[config.mk]
export PLATFORM = sky130hd
export DESIGN_NAME = sram_lane_ctrl
export DESIGN_NICKNAME = d
export VERILOG_FILES = /design/src/rtl/sram_lane_pkg.sv /design/src/rtl/sram_wait_timer.sv /design/src/rtl/sram_lane_map.sv /design/src/rtl/sram_lane_ctrl.sv
export SDC_FILE = /design/constraint.sdc
export NUM_CORES = 1
export LEC_CHECK = 0
export ABC_CLOCK_PERIOD_IN_PS = 3200
export BUFFER_PORTS_ARGS = -buffer_cell sky130_fd_sc_hd__buf_2
export CAP_MARGIN = 20
export CORE_ASPECT_RATIO = 1.25
export CORE_MARGIN = 5
export CORE_UTILIZATION = 40
export CTS_CLUSTER_DIAMETER = 40
export DETAILED_ROUTE_END_ITERATION = 6
export GPL_ROUTABILITY_DRIVEN = 0
export PLACE_DENSITY = 0.79
export SLEW_MARGIN = 0
export SYNTH_ARGS = -nofsm -noshare
export SYNTH_HDL_FRONTEND = slang
export SYNTH_HIERARCHICAL = 1
export SYNTH_SLANG_ARGS = --single-unit
[constraint.sdc]
create_clock -name clk -period 3.2 [get_ports clk]
set_input_delay 0.64 -clock clk [delete_from_list [all_inputs] [get_ports clk]]
set_output_delay 0.64 -clock clk [all_outputs]
set_load 0.05 [all_outputs]
[src/rtl/sram_lane_pkg.sv]
package sram_lane_pkg;

   typedef enum logic [2:0] {
      ST_IDLE,
      ST_TURN,
      ST_READ,
      ST_WSETUP,
      ST_WPULSE
   } ctl_state_e;

   function automatic int max_of3(input int a, input int b, input int c);
      int m;
      m = (a > b) ? a : b;
      return (m > c) ? m : c;
   endfunction

endpackage

[src/rtl/sram_wait_timer.sv]
module sram_wait_timer #(
   parameter int CNT_W = 2
) (
   input  logic             clk,
   input  logic             rst_n,
   input  logic             load,
   input  logic [CNT_W-1:0] load_val,
   output logic             expired
);

   logic [CNT_W-1:0] cnt_q;

   always_ff @(posedge clk or negedge rst_n) begin
      if (!rst_n) begin
         cnt_q <= '0;
      end else if (load) begin
         cnt_q <= load_val;
      end else if (cnt_q != '0) begin
         cnt_q <= cnt_q - 1'b1;
      end
   end

   assign expired = (cnt_q == '0);

endmodule

[src/rtl/sram_lane_map.sv]
module sram_lane_map #(
   parameter int LANES  = 2,
   parameter int LANE_W = 8
) (
   input  logic [LANES-1:0]        mask,
   input  logic                    active,
   input  logic [LANES*LANE_W-1:0] raw_rd,
   output logic [LANES-1:0]        be_n,
   output logic [LANES*LANE_W-1:0] rd_lanes
);

   for (genvar g = 0; g < LANES; g++) begin : g_lane
      assign be_n[g] = ~(active & mask[g]);
      assign rd_lanes[g*LANE_W +: LANE_W] =
         mask[g] ? raw_rd[g*LANE_W +: LANE_W] : '0;
   end

endmodule

[src/rtl/sram_lane_ctrl.sv]
module sram_lane_ctrl
   import sram_lane_pkg::*;
#(
   parameter int ADDR_W   = 16,
   parameter int DATA_W   = 16,
   parameter int LANE_W   = 8,
   parameter int RD_WAIT  = 2,
   parameter int WR_PULSE = 1,
   parameter int TURN_CYC = 1
) (
   input  logic                        clk,
   input  logic                        rst_n,
   input  logic                        req_valid,
   output logic                        req_ready,
   input  logic                        req_write,
   input  logic [ADDR_W-1:0]           req_addr,
   input  logic [DATA_W-1:0]           req_wdata,
   input  logic [DATA_W/LANE_W-1:0]    req_mask,
   output logic                        rsp_valid,
   output logic [DATA_W-1:0]           rsp_rdata,
   output logic [ADDR_W-1:0]           mem_addr,
   output logic                        mem_ce_n,
   output logic                        mem_we_n,
   output logic                        mem_oe_n,
   output logic [DATA_W/LANE_W-1:0]    mem_be_n,
   output logic [DATA_W-1:0]           mem_dq_out,
   output logic                        mem_dq_oe,
   input  logic [DATA_W-1:0]           mem_dq_in
);

   localparam int LANES   = DATA_W / LANE_W;
   localparam int CNT_MAX = max_of3(RD_WAIT, WR_PULSE, TURN_CYC);
   localparam int CNT_W   = $clog2(CNT_MAX + 1);
   localparam logic [CNT_W-1:0] RD_LD   = CNT_W'(RD_WAIT - 1);
   localparam logic [CNT_W-1:0] WR_LD   = CNT_W'(WR_PULSE - 1);
   localparam logic [CNT_W-1:0] TURN_LD = (TURN_CYC > 0) ? CNT_W'(TURN_CYC - 1) : '0;
   localparam bit HAS_TURN = (TURN_CYC > 0);

   // elaboration-time parameter checks
   if (DATA_W % LANE_W != 0) begin : g_bad_lane
      $error("DATA_W must be a whole number of lanes");
   end
   if (RD_WAIT < 1) begin : g_bad_rd
      $error("RD_WAIT must be at least one cycle");
   end
   if (WR_PULSE < 1) begin : g_bad_wr
      $error("WR_PULSE must be at least one cycle");
   end
   if (TURN_CYC < 0) begin : g_bad_turn
      $error("TURN_CYC must not be negative");
   end

   ctl_state_e           state_q, state_d;
   logic [ADDR_W-1:0]    addr_q;
   logic [DATA_W-1:0]    wdata_q;
   logic [LANES-1:0]     mask_q;
   logic                 last_rd_q;
   logic [DATA_W-1:0]    rdata_q;
   logic                 rsp_valid_q;

   logic                 accept, null_wr, take;
   logic                 tmr_load, tmr_done;
   logic [CNT_W-1:0]     tmr_val;
   logic                 rd_act, wr_act, rd_done;
   logic [DATA_W-1:0]    rd_masked;

   assign accept  = req_valid && (state_q == ST_IDLE);
   assign null_wr = req_write && (req_mask == '0);
   assign take    = accept && !null_wr;
   assign rd_act  = (state_q == ST_READ);
   assign wr_act  = (state_q == ST_WSETUP) || (state_q == ST_WPULSE);
   assign rd_done = rd_act && tmr_done;

   // next-state and timer load selection
   always_comb begin
      state_d  = state_q;
      tmr_load = 1'b0;
      tmr_val  = '0;
      unique case (state_q)
         ST_IDLE: begin
            if (take) begin
               if (!req_write) begin
                  state_d  = ST_READ;
                  tmr_load = 1'b1;
                  tmr_val  = RD_LD;
               end else if (HAS_TURN && last_rd_q) begin
                  state_d  = ST_TURN;
                  tmr_load = 1'b1;
                  tmr_val  = TURN_LD;
               end else begin
                  state_d = ST_WSETUP;
               end
            end
         end
         ST_TURN: begin
            if (tmr_done) state_d = ST_WSETUP;
         end
         ST_WSETUP: begin
            state_d  = ST_WPULSE;
            tmr_load = 1'b1;
            tmr_val  = WR_LD;
         end
         ST_WPULSE: begin
            if (tmr_done) state_d = ST_IDLE;
         end
         ST_READ: begin
            if (tmr_done) state_d = ST_IDLE;
         end
         default: state_d = ST_IDLE;
      endcase
   end

   sram_wait_timer #(
      .CNT_W (CNT_W)
   ) i_timer (
      .clk      (clk),
      .rst_n    (rst_n),
      .load     (tmr_load),
      .load_val (tmr_val),
      .expired  (tmr_done)
   );

   sram_lane_map #(
      .LANES  (LANES),
      .LANE_W (LANE_W)
   ) i_lanes (
      .mask     (mask_q),
      .active   (rd_act || wr_act),
      .raw_rd   (mem_dq_in),
      .be_n     (mem_be_n),
      .rd_lanes (rd_masked)
   );

   always_ff @(posedge clk or negedge rst_n) begin
      if (!rst_n) begin
         state_q     <= ST_IDLE;
         addr_q      <= '0;
         wdata_q     <= '0;
         mask_q      <= '0;
         last_rd_q   <= 1'b0;
         rdata_q     <= '0;
         rsp_valid_q <= 1'b0;
      end else begin
         state_q     <= state_d;
         rsp_valid_q <= rd_done;
         if (take) begin
            addr_q  <= req_addr;
            wdata_q <= req_wdata;
            mask_q  <= req_mask;
         end
         if (rd_done) begin
            rdata_q   <= rd_masked;
            last_rd_q <= 1'b1;
         end else if (state_q == ST_WSETUP) begin
            last_rd_q <= 1'b0;
         end
      end
   end

   assign req_ready  = (state_q == ST_IDLE);
   assign rsp_valid  = rsp_valid_q;
   assign rsp_rdata  = rdata_q;
   assign mem_addr   = addr_q;
   assign mem_ce_n   = !(rd_act || wr_act);
   assign mem_oe_n   = !rd_act;
   assign mem_we_n   = (state_q != ST_WPULSE);
   assign mem_dq_out = wdata_q;
   assign mem_dq_oe  = wr_act;

   // ---------------- assertions ----------------
   a_r1_busy_not_ready: assert property (@(posedge clk) disable iff (!rst_n)
      (req_valid && req_ready && !(req_write && req_mask == '0)) |=> !req_ready);

   a_r2_lane_hold: assert property (@(posedge clk) disable iff (!rst_n)
      (!mem_ce_n && $past(!mem_ce_n)) |-> ($stable(mem_be_n) && $stable(mem_addr)));

   a_r3_rsp_after_read: assert property (@(posedge clk) disable iff (!rst_n)
      rsp_valid |-> $past(!mem_oe_n && mem_we_n));

   a_r3_rsp_single: assert property (@(posedge clk) disable iff (!rst_n)
      rsp_valid |=> !rsp_valid);

   a_r5_drive_during_pulse: assert property (@(posedge clk) disable iff (!rst_n)
      !mem_we_n |-> (mem_dq_oe && !mem_ce_n));

   a_r6_no_contention: assert property (@(posedge clk) disable iff (!rst_n)
      mem_dq_oe |-> mem_oe_n);

   a_r7_setup_before_pulse: assert property (@(posedge clk) disable iff (!rst_n)
      $fell(mem_we_n) |-> ($past(mem_dq_oe) && $stable(mem_dq_out)));

   a_r8_turn_gap: assert property (@(posedge clk) disable iff (!rst_n)
      $rose(mem_dq_oe) |-> $past(mem_oe_n));

   a_r9_null_write: assert property (@(posedge clk) disable iff (!rst_n)
      (req_valid && req_ready && req_write && req_mask == '0) |=> (req_ready && mem_ce_n));

   a_r10_reset_idle: assert property (@(posedge clk)
      !rst_n |-> (mem_ce_n && mem_we_n && mem_oe_n && !mem_dq_oe && !rsp_valid));

endmodule

==> reports/results.tsv <==
metric	value	unit
outcome	finished clean	
Arr. time, crit path	1570	ps
initial antenna violation count	0	
number of core rows	32	
CTS buffer count	9	
first drt pass iteration count	4	
final core utilization	53.57	%
CP Data Required Time	2560	ps
crit path kind	register to output port	
launching point of the worst reg2reg path	state_q[2]	
Final Critical Period	2212	ps
Tot GR Track Use	14.24	%
root buffer selected by CTS	clkbuf_8	
crit-path max FO	10	
Die Wd	81.22	um
# port buffers	109	
global-route wire length before repair	8.728	mm
Ys Warns	6	
most frequent cells in the layout	buf_2 (109), dfrtp_1 (57), mux2_4 (29)	
Core ar.	0.006166	mm2
Syn Area/Cell	14.75	um2
Hold Path Class	input port to async pin	
worst slew pin tran	817.9	ps
fmax	452.0	MHz
area occupied by multi-input gates	0.001003	mm2
R2R Path End	mem_dq_out[1]	
endpoints failing hold	0	
Yosys cell types	31	
Ant. Diodes	0	
maximum clock path buffer count	2	
Reg2Reg Depth	4	
Die ar.	0.008043	mm2
fillcell total	567	
Hold Buf Count CTS	0	
CTS Sinks	57	
max-slew violations	0	
starting density of the core	41.13	%
Via Count	1704	
I/O Pins	110	
largest net degree at the start of global routing	35	
Clk Latency, worst-skew pair	320	ps
Mapped Nets	227	
post-CTS sizing	0	
DRC errors left	0	
vias in the first global route	1850	
CTS tree	done	
Post-CTS Setup Bufs	0	
Fin Setup TNS	0	ps
Die H	99.03	um
number of DRC markers in iteration 0	30	
maxcap violations	0	
post-DR wirelength/cell	14.24	um
routed vias/inst	4.556	
CP endpoint kind	output port	
Slew HR	45.48	%
commonest non-fill, non-tap cell in the layout	buf_2	
RSZ-0062 raised after global routing	no	
Clk pin slew, worst setup/hold paths	60	ps
Final Non-Filler Cells	374	
ys flop type	dfrtp_1	
crit share post-route	69.14	%
sequential fraction of the synthesis area	56.24	%
layout cell share with drive strength beyond 1	60.90	%
flop2flop setup slack	1150	ps
Detailed Place HPWL	3.892	mm
NumNets Final	340	
Seq. cell area	0.001426	mm2
Final Skew	4.624	ps
Routed WL	5.324	mm
antenna viol nets, final	0	
Post-synth EDFFs	0	
Max H-tree Level	3	
GRT overflow	0	
Inst Count DP	359	
synth-to-layout area growth	30.24	%
fraction of registers with async set/reset	100.0	%
#FFs+latches synth	57	
final setup vio count	0	
Startpoint Class	register	
synthesized instance count	172	
Synth Cell Area	0.002536	mm2
[cell families after synthesis]
group	synth area share [%]
AOI/OAI and AO/OA	2.862
xor gates and xnor gates	0.3454
adders and majority gates	0.4933
buffers and inverters	4.243
DFF	56.24
muxes	26.05
other	0.1479
and+or+nand+nor	9.621
[final cells by class]
type | instances | area share, %
clock buffers | 12 | 4.697
clock inverters | 3 | 1.212
inverters | 3 | 0.3409
multi-input cells | 103 | 30.38
flip-flops and latches | 57 | 43.18
well taps | 85 | 3.220
repair buffers | 111 | 16.97
[through the flow]
stage	area (um2)	hold slack [ps]	worst slack (ps)
floorplan	2536	344.4	959.0
global placement	3108	485.8	1049
detailed placement	3108	490.9	992.7
CTS	3303	303.5	956.8
global route	3303	324.8	853.5
finish	3303	300.3	987.5
[registers in the layout (all words and copies together), names as in the netlist]
register and flops:
mem_addr 16, mem_dq_out 16, rsp_rdata 16, state_q 3, i_timer/cnt_q 2, mask_q 2, last_rd_q 1, rsp_valid 1
[worst max-delay path: stages, from the launching register on]
cell and delay (ps):
dfrtp_1 540, nor2_1 70, nand2_1 140, o21ai_0 150
nand2_1 100, buf_2 260
[layer usage]
metal	track usage (%)	part of all wire [%]	up-vias
met5	0	0	-
met3	4.845	8.5	4
met1	16.33	40	827
met2	23.53	50	63
li1	-	-	810
met4	6.632	0.90	0
[synthesized netlist by cell type, types with 2 or more instances]
cell,n,share of area (%)
inv_1,3,0.44
mux2_4,29,17
buf_12,3,2.4
buf_2,4,0.79
o21ai_0,4,0.79
nor2_1,4,0.59
nand2_1,8,1.2
mux2_2,20,8.9
dfrtp_1,57,56
and2_1,18,4.4
nor3_1,2,0.39
[worst max path at each step]
| stage | from | endpoint | slack, ps |
|---|---|---|---|
| 2_1_floorplan | state_q[2] | req_ready | 960 |
| 3_3_place_gp | req_valid | mem_dq_out[2] | 1050 |
| 3_5_place_dp | req_valid | mem_dq_out[1] | 990 |
| 4_1_cts | state_q[1] | mem_be_n[0] | 960 |
| 5_1_grt | state_q[1] | mem_be_n[0] | 850 |
| 6_report | state_q[1] | mem_be_n[0] | 990 |
Power is left out: the tool's default activity adds up to more than one toggle a clock period on the data nets, which glitch-free logic cannot reach.
